$ cat src/rtl/term_io_pkg.sv
package term_io_pkg;

  // Register selected by the current bus address
  typedef enum logic [2:0] {
    SEL_NONE,
    SEL_RX_CTRL,
    SEL_RX_DATA,
    SEL_TX_CTRL,
    SEL_TX_DATA
  } reg_sel_e;

  // Word index inside the page; software depends on this order
  localparam logic [1:0] IDX_RX_CTRL = 2'd0;
  localparam logic [1:0] IDX_RX_DATA = 2'd1;
  localparam logic [1:0] IDX_TX_CTRL = 2'd2;
  localparam logic [1:0] IDX_TX_DATA = 2'd3;

  // Control word bit positions
  localparam int BIT_READY = 0;
  localparam int BIT_IE    = 1;
  localparam int BIT_OVR   = 2;

endpackage

$ cat src/rtl/term_bus_decode.sv
module term_bus_decode
  import term_io_pkg::*;
#(
  parameter int              ADDR_W    = 32,
  parameter int              PAGE_BITS = 12,
  parameter logic [ADDR_W-1:0] PAGE_BASE = 32'hFFFF_0000
) (
  input  logic [ADDR_W-1:0] addr,
  output reg_sel_e          sel
);

  localparam int HI_W = ADDR_W - PAGE_BITS;

  logic in_page;
  logic low_window;

  assign in_page    = (addr[ADDR_W-1:PAGE_BITS] == PAGE_BASE[ADDR_W-1:PAGE_BITS]);
  // Only the first four aligned words of the page are mapped
  assign low_window = (addr[PAGE_BITS-1:4] == '0) && (addr[1:0] == 2'b00);

  always_comb begin
    sel = SEL_NONE;
    if (in_page && low_window) begin
      unique case (addr[3:2])
        IDX_RX_CTRL: sel = SEL_RX_CTRL;
        IDX_RX_DATA: sel = SEL_RX_DATA;
        IDX_TX_CTRL: sel = SEL_TX_CTRL;
        IDX_TX_DATA: sel = SEL_TX_DATA;
        default:     sel = SEL_NONE;
      endcase
    end
  end

  // HI_W is kept for readers of the decode width
  if (HI_W < 1) begin : g_bad_width
    initial $error("page must be smaller than the address space");
  end

endmodule

$ cat src/rtl/term_rx_chan.sv
module term_rx_chan #(
  parameter int CHAR_W = 8
) (
  input  logic              clk,
  input  logic              rst,
  input  logic              kbd_valid,
  input  logic [CHAR_W-1:0] kbd_byte,
  input  logic              data_rd,
  input  logic              ctrl_rd,
  input  logic              ctrl_wr,
  input  logic              ie_in,
  output logic              ready,
  output logic              ie,
  output logic              overrun,
  output logic [CHAR_W-1:0] data
);

  logic lose;

  // An arrival destroys an unread character unless it is being read now
  assign lose = kbd_valid && ready && !data_rd;

  always_ff @(posedge clk) begin
    if (rst) begin
      ready   <= 1'b0;
      ie      <= 1'b0;
      overrun <= 1'b0;
      data    <= '0;
    end else begin
      if (kbd_valid) begin
        ready <= 1'b1;
        data  <= kbd_byte;
      end else if (data_rd) begin
        ready <= 1'b0;
      end

      if (lose)         overrun <= 1'b1;
      else if (ctrl_rd) overrun <= 1'b0;

      if (ctrl_wr) ie <= ie_in;
    end
  end

endmodule

$ cat src/rtl/term_tx_chan.sv
module term_tx_chan #(
  parameter int CHAR_W = 8
) (
  input  logic              clk,
  input  logic              rst,
  input  logic              data_wr,
  input  logic [CHAR_W-1:0] wr_byte,
  input  logic              ctrl_wr,
  input  logic              ie_in,
  input  logic              disp_done,
  output logic              ready,
  output logic              ie,
  output logic              disp_valid,
  output logic [CHAR_W-1:0] disp_byte
);

  logic accept;

  assign accept = data_wr && ready;

  always_ff @(posedge clk) begin
    if (rst) begin
      ready      <= 1'b1;
      ie         <= 1'b0;
      disp_valid <= 1'b0;
      disp_byte  <= '0;
    end else begin
      disp_valid <= accept;
      if (accept) begin
        disp_byte <= wr_byte;
        ready     <= 1'b0;
      end else if (disp_done) begin
        ready <= 1'b1;
      end

      if (ctrl_wr) ie <= ie_in;
    end
  end

endmodule

$ cat src/rtl/term_io_ctrl.sv
module term_io_ctrl
  import term_io_pkg::*;
#(
  parameter int                ADDR_W    = 32,
  parameter int                BUS_W     = 32,
  parameter int                CHAR_W    = 8,
  parameter int                PAGE_BITS = 12,
  parameter logic [ADDR_W-1:0] PAGE_BASE = 32'hFFFF_0000
) (
  input  logic              clk,
  input  logic              rst,
  input  logic [ADDR_W-1:0] bus_addr,
  input  logic              bus_rd,
  input  logic              bus_wr,
  input  logic [BUS_W-1:0]  bus_wdata,
  output logic [BUS_W-1:0]  bus_rdata,
  input  logic              kbd_valid,
  input  logic [CHAR_W-1:0] kbd_byte,
  output logic              disp_valid,
  output logic [CHAR_W-1:0] disp_byte,
  input  logic              disp_done,
  output logic              irq
);

  localparam int CTRL_W = BIT_OVR + 1;

  reg_sel_e          sel;
  logic              rx_ready, rx_ie, rx_ovr;
  logic              tx_ready, tx_ie;
  logic [CHAR_W-1:0] rx_data;
  logic [BUS_W-1:0]  rx_ctrl_word, tx_ctrl_word, rx_data_word, rd_mux;

  term_bus_decode #(
    .ADDR_W(ADDR_W), .PAGE_BITS(PAGE_BITS), .PAGE_BASE(PAGE_BASE)
  ) u_decode (
    .addr(bus_addr),
    .sel (sel)
  );

  term_rx_chan #(.CHAR_W(CHAR_W)) u_rx (
    .clk      (clk),
    .rst      (rst),
    .kbd_valid(kbd_valid),
    .kbd_byte (kbd_byte),
    .data_rd  (bus_rd && sel == SEL_RX_DATA),
    .ctrl_rd  (bus_rd && sel == SEL_RX_CTRL),
    .ctrl_wr  (bus_wr && sel == SEL_RX_CTRL),
    .ie_in    (bus_wdata[BIT_IE]),
    .ready    (rx_ready),
    .ie       (rx_ie),
    .overrun  (rx_ovr),
    .data     (rx_data)
  );

  term_tx_chan #(.CHAR_W(CHAR_W)) u_tx (
    .clk       (clk),
    .rst       (rst),
    .data_wr   (bus_wr && sel == SEL_TX_DATA),
    .wr_byte   (bus_wdata[CHAR_W-1:0]),
    .ctrl_wr   (bus_wr && sel == SEL_TX_CTRL),
    .ie_in     (bus_wdata[BIT_IE]),
    .disp_done (disp_done),
    .ready     (tx_ready),
    .ie        (tx_ie),
    .disp_valid(disp_valid),
    .disp_byte (disp_byte)
  );

  // Word images, zero-extended to the bus width
  always_comb begin
    rx_ctrl_word = '0;
    rx_ctrl_word[BIT_READY] = rx_ready;
    rx_ctrl_word[BIT_IE]    = rx_ie;
    rx_ctrl_word[BIT_OVR]   = rx_ovr;
    tx_ctrl_word = '0;
    tx_ctrl_word[BIT_READY] = tx_ready;
    tx_ctrl_word[BIT_IE]    = tx_ie;
    rx_data_word = '0;
    rx_data_word[CHAR_W-1:0] = rx_data;
  end

  always_comb begin
    unique case (sel)
      SEL_RX_CTRL: rd_mux = rx_ctrl_word;
      SEL_RX_DATA: rd_mux = rx_data_word;
      SEL_TX_CTRL: rd_mux = tx_ctrl_word;
      default:     rd_mux = '0;
    endcase
  end

  always_ff @(posedge clk) begin
    if (rst) bus_rdata <= '0;
    else     bus_rdata <= bus_rd ? rd_mux : '0;
  end

  assign irq = (rx_ie && rx_ready) || (tx_ie && tx_ready);

  if (CTRL_W > BUS_W) begin : g_bad_bus
    initial $error("bus narrower than control word");
  end

endmodule

$ cat config.mk
export PLATFORM = sky130hd
export DESIGN_NAME = term_io_ctrl
export DESIGN_NICKNAME = d
export VERILOG_FILES = /design/src/rtl/term_io_pkg.sv /design/src/rtl/term_bus_decode.sv /design/src/rtl/term_rx_chan.sv /design/src/rtl/term_tx_chan.sv /design/src/rtl/term_io_ctrl.sv
export SDC_FILE = /design/constraint.sdc
export NUM_CORES = 1
export LEC_CHECK = 0
export CAP_MARGIN = 5
export CORE_ASPECT_RATIO = 1.75
export CORE_MARGIN = 2
export CORE_UTILIZATION = 35
export CTS_BUF_LIST = sky130_fd_sc_hd__clkbuf_4
export DETAILED_ROUTE_END_ITERATION = 12
export GPL_ROUTABILITY_DRIVEN = 0
export PLACE_DENSITY = 0.82
export SYNTH_ARGS = -nofsm -noshare
export SYNTH_HDL_FRONTEND = slang
export SYNTH_SLANG_ARGS = --single-unit
$ cat constraint.sdc
create_clock -name clk -period 1.8 [get_ports clk]
set_input_delay 0.18 -clock clk [delete_from_list [all_inputs] [get_ports clk]]
set_output_delay 0.18 -clock clk [all_outputs]
set_load 0.02 [all_outputs]
==> results of run 1 <==
-- final cells by class --
type	count	area [sq um]
fill	429	2000
multi-input combinational	122	883
timing repair buffer	86	836
sequential	30	601
tap	51	63.8
clock buffer	6	45.0
inverter	3	11.3
clock inverter	2	8.76
-- cell usage in the layout, fill, tap and decap left out, types with 2 or more instances in the layout --
master,n
nor2b_1,3
and2_1,5
nor3_1,2
nor4_1,2
nand2_1,3
mux2i_1,18
nor4_4,3
o21ai_0,2
nor2_1,12
nand2b_1,18
clkdlybuf4s50_1,71
conb_1,24
inv_1,3
dfxtp_1,30
nor4bb_1,2
mux2_2,2
ha_1,3
and4_1,3
a22oi_1,2
buf_4,14
clkbuf_4,6
nand4_1,3
-- final timing paths --
kind | slack (ns) | start | endpoint
worst max-delay path | 0.14 | u_rx.ready | irq
worst min-delay path | 0.42 | bus_wdata[2] | u_tx.disp_byte[2]
worst max register to register | 0.62 | u_tx.ready | u_tx.disp_byte[3]
worst min register to register | 0.46 | u_rx.overrun | bus_rdata[2]
-- critical path: stages, from the launching register on --
cell and delay, ns:
dfxtp_1 0.38, a22o_1 0.17, clkdlybuf4s50_1 0.60
-- per-layer routing --
layer | GRT usage | vias up | share of wire
li1 | - | 685 | -
met4 | 0.0732 | 0 | 0.020
met1 | 0.151 | 625 | 0.34
met3 | 0.0331 | 5 | 0.065
met5 | 0 | - | 0
met2 | 0.297 | 58 | 0.58
-- metrics by stage --
stage / hold slack, ns / power, mW
floorplan: 0.326 / 0.863
global placement: 0.436 / 0.981
detailed placement: 0.444 / 0.989
CTS: 0.414 / 1.37
global route: 0.426 / 1.43
finish: 0.420 / 1.36
-- cells in the mapped netlist (all sizes together), types with 3 or more instances --
library cell,count,share of area
nand2,3,0.0070
nor2b,3,0.012
nand2b,18,0.070
nand4,4,0.025
clkbuf,3,0.0070
inv,3,0.0070
mux2i,18,0.11
nor2,12,0.028
nor3,3,0.012
buf,26,0.12
nor4,6,0.055
and2,5,0.019
dfxtp,30,0.37
ha,3,0.023
and4,3,0.016
-- registers in the layout, summed over array words and instances (netlist names) --
register	count
u_tx.disp_valid	1
u_rx.data	8
bus_rdata	8
u_tx.ready	1
u_rx.ie	1
u_rx.overrun	1
u_rx.ready	1
u_tx.disp_byte	8
u_tx.ie	1
-- logic make-up (layout without fill, tap and decap cells) --
logic type	count (synthesis)	count (layout)
simple gates	64	64
other cells	1	24
mux	20	20
buf+inv	32	97
flops	30	30
fa+ha+maj	3	3
compound gates	11	11
-- where the power goes --
group	total (mW)	internal, mW	switching (mW)	leakage [nW]
sequential	0.684	0.677	0.00716	0.244
clock	0.383	0.161	0.222	0.0331
combinational	0.289	0.165	0.124	0.701
==> summary.txt, run 1 <==
Drt
  • 1st-iter DRT viols: 35
  • Routed via count: 1373
  • Routed vias/inst: 4.58
  • TritonRoute pass-1 iters: 4
  • Wire per inst: 12.1 um
  • Residual DRC: 0
  • WL final: 3.63 mm
  • Post-route ant nets: 0

STA
  • Fin worst setup slack: 0.144 ns
  • Final Max Slew Viols: 0
  • Endpoints failing setup: 0
  • Hold Violations, Final: 0
  • Min Tclk post-route: 1.66 ns
  • Final period util: 0.920
  • RSZ-0062 raised after global routing: no
  • Setup TNS: 0 ns
  • Clock skew: 0.00579 ns
  • Fmax: 604 MHz

Synthesis
  • Syn Inst Count: 161
  • Yosys Warn Count: 0
  • Largest family of logic cells by synthesized area: simple AND/OR/NAND/NOR gates
  • Unique masters post-synth: 38
  • #FFs+latches synth: 30
  • Synth Area in Simple Gates: 0.293
  • Number of synthesized flops with an enable pin: 0
  • Synth Area in Compound Gates: 0.0495
  • Synth Area in Adders: 0.0232
  • Top_reg_cell synth: dfxtp_1
  • Post-synth ARST share: 0
  • Xor and xnor area share after synthesis: 0
  • Sequential fraction of the synthesis area: 0.372
  • Post-synthesis mux area share: 0.125
  • Cell Area, Synth: 1620 sq um
  • Mapped Avg Cell Area: 10.0 sq um

Power
  • Power per cell area: 554 nW/um^2
  • VDD IR-drop max: 0.348 mV
  • LEAKAGE: 0.977 nW

Hold path
  • Worst min-delay path class: input port to flop
  • Hold depth: 3

Placed design
  • DP HPWL: 3.03 mm
  • Pre-CTS WS: -0.178 ns
  • Port bufs: 71
  • Placed cell areas: 2390 sq um
  • Placed Instances: 292

Floorplan
  • Die area: 5200 sq um
  • CORE AREA: 4440 sq um
  • Initial core utilization: 0.364
  • Die W: 55.4 um
  • Die Span Y: 93.9 um
  • I/O pin total: 120
  • Standard-cell rows: 32

CTS
  • Clk slew on worst S/H paths: 0.09 ns
  • Post-CTS Resized: 0
  • Clock sink count: 30
  • H-tree levels: 2
  • Num CTS Buffers: 5
  • CTS tree: yes
  • Max Root-Sink Buffers: 2
  • Hold buffer count at CTS: 0
  • Setup Buffers After CTS: 0
  • Worst skew pair latency: 0.33 ns
  • Clock Tree Root: clkbuf_4

Setup path
  • Worst EP arrival: 1.48 ns
  • Critical Path Source Type: flop
  • Worst Reg-to-Reg Cells: 4
  • Setup crit end kind: output pin
  • Critical path peak fanout: 4
  • Crit path kind: flop to output pin
  • Req. time, crit path: 1.62 ns

Global route
  • First-pass GRT wire length: 6.41 mm
  • Largest net degree at the start of global routing: 35
  • Vias in the first global route: 1447
  • Remaining Overflow, GRT: 0
  • Initial antenna violation count: 0
  • Total GRT Usage: 0.154

Final layout
  • Share of post-route cells with drive strength above 1: 0.133
  • # diodes: 0
  • Core Util, Final: 0.551
  • Nets: 329
  • Design Area, Final: 2450 sq um
  • Final cell count without fillers: 300
  • Area growth syn-to-layout: 51.5%

Run status
  • Status: finished, final reports clean

Flow run
  • MaxCap Viol Count: 0
Note: power is estimated with default switching activity, not from simulation.
==> run 2, diff against run 1 <==
CAP_MARGIN = not set   (was 5)
DONT_BUFFER_PORTS = 1   (was not set)
PLACE_DENSITY = 0.49   (was 0.82)
==> summary.txt, run 2 (synthesis gave the netlist of run 1 again) <==
Placed design
  • Pre-CTS WS: 0.130 ns (+0.308 ns)
  • Port bufs: 0 (-100%)
  • DP HPWL: 2.53 mm (-17%)
  • Placed Instances: 207 (-29%)
  • Placed cell areas: 1570 sq um (-35%)

Global route
  • Largest net degree at the start of global routing: 25 (-29%)
  • Total GRT Usage: 0.127 (-0.0270)
  • Remaining Overflow, GRT: 0 (unchanged)
  • Vias in the first global route: 1121 (-23%)
  • First-pass GRT wire length: 5.15 mm (-20%)
  • Initial antenna violation count: 0 (unchanged)

STA
  • Final Max Slew Viols: 0 (unchanged)
  • Final period util: 0.906 (-0.0140)
  • Clock skew: 0.0149 ns (+0.00908 ns)
  • Fin worst setup slack: 0.169 ns (+0.0252 ns)
  • Worst hold slack: 0.0155 ns (-0.404 ns)
  • RSZ-0062 raised after global routing: no
  • Endpoints failing setup: 0 (unchanged)
  • Fmax: 613 MHz (+1.5%)
  • Setup TNS: 0 ns (unchanged)
  • Hold Violations, Final: 0 (unchanged)
  • Min Tclk post-route: 1.63 ns (-0.0252 ns)

CTS
  • Clock sink count: 30 (unchanged)
  • Clk slew on worst S/H paths: 0.10 ns (about the same)
  • CTS tree: yes
  • Worst skew pair latency: 0.32 ns (about the same)
  • H-tree levels: 2 (unchanged)
  • Num CTS Buffers: 5 (unchanged)
  • Max Root-Sink Buffers: 2 (unchanged)
  • Clock Tree Root: clkbuf_4

Power
  • P_sw: 0.317 mW (-10%)
  • Sw Share: 0.260 (about the same)
  • Clock group share of total power: 0.313 (+0.031)
  • VDD IR-drop max: 0.442 mV (+27%)
  • Power per cell area: 697 nW/um^2 (+26%)
  • Internal Power: 0.903 mW (-10%)
  • LEAKAGE: 0.693 nW (-29%)
  • Seq pwr share: 0.561 (+0.057)
  • Combinational share of power: 0.125 (-0.088)
  • Overall power: 1.22 mW (-10%)

Setup path
  • CP top delay family: buffers and inverters
  • Max incr delay on CP: 0.57 ns (-0.03 ns)
  • Critical path peak fanout: 6 (+2)
  • Critical Path, Cell by Cell: inv_1, ha_1, nor2_2, nand2_1, o31ai_1, a21oi_1, dlygate4sd3_1
  • Setup crit end kind: flop
  • Worst Reg-to-Reg Cells: 3 (-1)
  • CP max-delay cell: dlygate4sd3_1
  • Levels on crit path: 7 (+5)
  • Critical Path Source Type: input port
  • Crit path buffers/inverters: 2 (+1)
  • Worst EP arrival: 1.84 ns (+0.36 ns)
  • Crit path kind: input port to flop
  • Req. time, crit path: 2.01 ns (+0.39 ns)

Flow run
  • MaxCap Viol Count: 0 (unchanged)

Floorplan
  • Initial core utilization: 0.364 (unchanged)
  • CORE AREA: 4440 sq um (unchanged)
  • Die area: 5200 sq um (unchanged)
  • Die W: 55.4 um (unchanged)
  • I/O pin total: 120 (unchanged)
  • Standard-cell rows: 32 (unchanged)
  • Die Span Y: 93.9 um (unchanged)

Final layout
  • Most common cell after layout, fill and taps aside: dfxtp_1
  • Final cell count without fillers: 228 (-24%)
  • Area growth syn-to-layout: 8.28%
  • Core Util, Final: 0.394 (-0.157)
  • # diodes: 0 (unchanged)
  • Fillers: 476 (+11%)
  • Nets: 257 (-22%)
  • Sequential cell area: 601 sq um (unchanged)
  • Biggest regs: bus_rdata: 8 flops, u_rx.data: 8 flops, u_tx.disp_byte: 8 flops
  • Area of the multi-input gates: 886 sq um (+0.28%)
  • Design Area, Final: 1750 sq um (-29%)
  • Most frequent cells in the layout: dfxtp_1, conb_1, nand2b_1, mux2i_1, dlygate4sd3_1
  • Share of post-route cells with drive strength above 1: 0.119 (-0.0139)

Drt
  • Wire per inst: 14.2 um (+17%)
  • Post-route ant nets: 0 (unchanged)
  • TritonRoute pass-1 iters: 3 (-1)
  • Routed via count: 1109 (-19%)
  • WL final: 3.23 mm (-11%)
  • 1st-iter DRT viols: 3 (-91%)
  • Routed vias/inst: 4.86 (+6.3%)
  • Residual DRC: 0 (unchanged)

Hold path
  • Hold depth: 2 (-1)
  • Worst min-delay path class: input port to flop

Run status
  • Status: finished, final reports clean
run 2: worst register-to-register path: stages (launching register included):
cell and delay, ns:
dfxtp_1 0.39, o31ai_1 0.09, a21oi_1 0.13, dlygate4sd3_1 0.55
run 2: what timing repair did:
item	CTS	global route
gates resized for setup	0	1
hold buffers	12	0
buffers inserted	0	1
endpoints found under the setup margin	0	1
hold endpoints to repair	17	0
run 2: power by group through the flow:
stage          combinational [mW]  sequential (mW)  clock [mW]
2_1_floorplan               0.166            0.697           0
3_3_place_gp                0.123            0.700           0
3_5_place_dp                0.126            0.700           0
4_1_cts                     0.151            0.685       0.404
5_1_grt                     0.168            0.687       0.428
6_report                    0.153            0.685       0.382
run 2: path summary, 6_finish.rpt:
path                                    from           endpoint  slack (ns)
worst max-delay path             bus_addr[2]         u_rx.ready        0.17
worst min-delay path            bus_wdata[5]  u_tx.disp_byte[5]        0.02
worst max register to register    u_rx.ready         u_rx.ready        0.58
worst min register to register  u_rx.overrun       bus_rdata[2]        0.46
run 2: area by class of cell:
type / count / area share
multi-input cells: 122 / 0.506
flip-flops and latches: 30 / 0.343
repair buffers: 14 / 0.0772
well taps: 51 / 0.0365
clock buffers: 6 / 0.0257
inverters: 3 / 0.00643
clock inverters: 2 / 0.00500
run 2: layer usage:
layer	wire, um	track usage
met2	1830	0.241
met5	0	0
met4	50	0.0610
met3	266	0.0482
met1	1080	0.114
==> run 3, diff against run 2 <==
ABC_AREA = 1   (was not set)
PLACE_DENSITY = 0.51   (was 0.49)
clock period = 1.38 ns   (was 1.8 ns; I/O delays follow)
==> summary.txt, run 3 <==
Setup path
  • Crit path kind: flop to flop
  • Setup crit end kind: flop
  • Reg2reg setup slack: 0.17 ns (-0.41 ns)
  • Critical Path Source Type: flop
  • Critical path peak fanout: 5 (-1)
  • R2r startpoint: u_tx.ready
  • Worst EP arrival: 1.44 ns (-0.40 ns)
  • Req. time, crit path: 1.60 ns (-0.41 ns)
  • Worst Reg-to-Reg Cells: 5 (+2)
  • Reg2Reg Capture Point: u_tx.disp_byte[4]

Final layout
  • Most frequent cells in the layout: nor2_1, nand2_1, inv_1
  • Biggest regs: bus_rdata: 8 flops, u_rx.data: 8 flops, u_tx.disp_byte: 8 flops
  • # diodes: 0 (unchanged)
  • Area growth syn-to-layout: 12.1%
  • Share of post-route cells with drive strength above 1: 0.0860 (-0.0326)
  • Nets: 359 (+40%)
  • Most common cell after layout, fill and taps aside: nor2_1
  • Fillers: 532 (+12%)

CTS
  • Setup Buffers After CTS: 0 (unchanged)
  • Num CTS Buffers: 5 (unchanged)
  • Post-CTS Resized: 0 (unchanged)
  • CTS tree: yes
  • Clk slew on worst S/H paths: 0.10 ns (about the same)
  • Clock sink count: 30 (unchanged)
  • H-tree levels: 2 (unchanged)
  • Worst skew pair latency: 0.33 ns (about the same)
  • Clock Tree Root: clkbuf_4
  • Max Root-Sink Buffers: 2 (unchanged)

Run status
  • Status: finished, final reports clean

Drt
  • 1st-iter DRT viols: 35 (+32)
  • Post-route ant nets: 0 (unchanged)
  • Routed vias/inst: 4.48 (-7.8%)
  • TritonRoute pass-1 iters: 4 (+1)
  • Residual DRC: 0 (unchanged)
  • Wire per inst: 11.3 um (-20%)
  • WL final: 3.73 mm (+16%)
  • Routed via count: 1484 (+34%)

Power
  • VDD IR-drop max: 0.876 mV (+98%)
  • LEAKAGE: 0.920 nW (+33%)
  • Power per cell area: 850 nW/um^2 (+22%)

Synthesis
  • Unique masters post-synth: 27 (-29%)
  • Synth top area share: 0.351 (-0.0209)
  • Number of synthesized flops with an enable pin: 0 (unchanged)
  • Top cells by area, synth: dfxtp_1, nor2_1, buf_4
  • Syn Inst Count: 254 (+58%)
  • Dominant cell type by area after synthesis: dfxtp_1
  • Cell Area, Synth: 1710 sq um (+6.0%)
  • Commonest cells post-synth: nor2_1, nand2_1, inv_1
  • Mapped Avg Cell Area: 6.74 sq um (-33%)
  • Most frequent cell after synthesis: nor2_1
  • #FFs+latches synth: 30 (unchanged)
  • Post-synth ARST share: 0 (unchanged)
  • Top_reg_cell synth: dfxtp_1
  • Yosys Warn Count: 0 (unchanged)
  • Sequential fraction of the synthesis area: 0.351 (-0.0209)

Global route
  • Vias in the first global route: 1412 (+26%)
  • First-pass GRT wire length: 5.74 mm (+12%)
  • Largest net degree at the start of global routing: 19 (-24%)
  • Total GRT Usage: 0.134 (+0.00770)
  • Remaining Overflow, GRT: 0 (unchanged)
  • Initial antenna violation count: 0 (unchanged)

STA
  • Min Tclk post-route: 1.21 ns
  • Fmax: 824 MHz
  • RSZ-0062 raised after global routing: no
  • Endpoints failing setup: 0 (unchanged)
  • Setup TNS: 0 ns (unchanged)
  • Final period util: 0.880
  • Fin worst setup slack: 0.166 ns (-0.00359 ns)
  • Hold Violations, Final: 0 (unchanged)
  • Final Max Slew Viols: 0 (unchanged)
  • Clock skew: 0.00571 ns (-0.00916 ns)

Flow run
  • MaxCap Viol Count: 0 (unchanged)

Floorplan
  • I/O pin total: 120 (unchanged)
  • Standard-cell rows: 33 (+3.1%)
  • CORE AREA: 4710 sq um (+5.9%)
  • Die Span Y: 96.5 um (+2.8%)
  • Die W: 56.9 um (+2.7%)
  • Die area: 5490 sq um (+5.6%)
  • Initial core utilization: 0.364 (about the same)

Hold path
  • Worst Hold End: u_rx.overrun
  • Worst min-delay path class: input port to flop
  • Worst Min Path Start: bus_rd
  • Hold depth: 3 (+1)

Placed design
  • Port bufs: 0 (unchanged)
  • Pre-CTS WS: 0.0580 ns (-0.0716 ns)
  • DP HPWL: 2.95 mm (+17%)
==> run 3: worst max path at each step <==
stage	startpoint	end	cells after the start
global route	u_tx.ready	u_tx.disp_byte[4]	5
detailed placement	bus_addr[29]	u_tx.disp_byte[3]	10
floorplan	bus_addr[2]	bus_rdata[0]	8
CTS	u_tx.ready	u_tx.disp_byte[3]	5
global placement	bus_addr[29]	u_tx.disp_byte[7]	10
finish	u_tx.ready	u_tx.disp_byte[4]	5
==> run 3: what timing repair did <==
action	in CTS	in global routing
setup endpoints to repair	0	0
hold endpoints to repair	17	0
hold buffers	17	0
==> run 3: per-layer routing <==
metal,GRT usage,up-vias,share of wire
met5,0,-,0
met2,0.273,66,0.53
met1,0.120,627,0.36
met3,0.0386,4,0.088
met4,0.0523,0,0.014
li1,-,787,-
==> run 3: power by group <==
part	internal [mW]	switching, mW	total [mW]
Sequential	0.885	0.00850	0.894
Clock	0.211	0.301	0.512
Combinational	0.0786	0.147	0.226
Total	1.17	0.457	1.63
==> run 3: layout make-up <==
cell class,count,area [sq um],area share
clock buffers,6,45.0,0.0235
clock inverters,2,8.76,0.00456
inverters,36,136,0.0711
multi-input cells,184,863,0.450
flip-flops and latches,30,601,0.313
well taps,52,65.1,0.0339
repair buffers,21,200,0.104
==> run 3: stage by stage <==
| step | hold slack, ns | instance area (sq um) | utilization | cells | power [mW] |
|---|---|---|---|---|---|
| 3_5_place_dp | 0.210 | 1700 | 0.360 | 306 | 1.10 |
| 2_1_floorplan | 0.207 | 1800 | - | 277 | 1.12 |
| 4_1_cts | 0.000878 | 1920 | 0.408 | 331 | 1.65 |
| 6_report | 0.0109 | 1920 | 0.408 | 331 | 1.63 |
| 3_3_place_gp | 0.209 | 1700 | 0.360 | 306 | 1.10 |
| 5_1_grt | 0.00713 | 1920 | 0.408 | 331 | 1.72 |
==> run 3: kinds of logic (layout without fill, tap and decap cells) <==
logic type,after synthesis,after routing,share of synthesized area
compound gates,28,28,0.0877
fa+ha+maj,3,3,0.0219
buf+inv,63,65,0.196
flops,30,30,0.351
other cells,1,24,0.00219
simple gates,129,129,0.342
==> run 3: critical path: stages (launching register included) <==
cell,delay [ns]
dfxtp_1,0.38
and3_1,0.18
nand4_2,0.18
buf_4,0.21
nor2_1,0.11
nor2_1,0.06
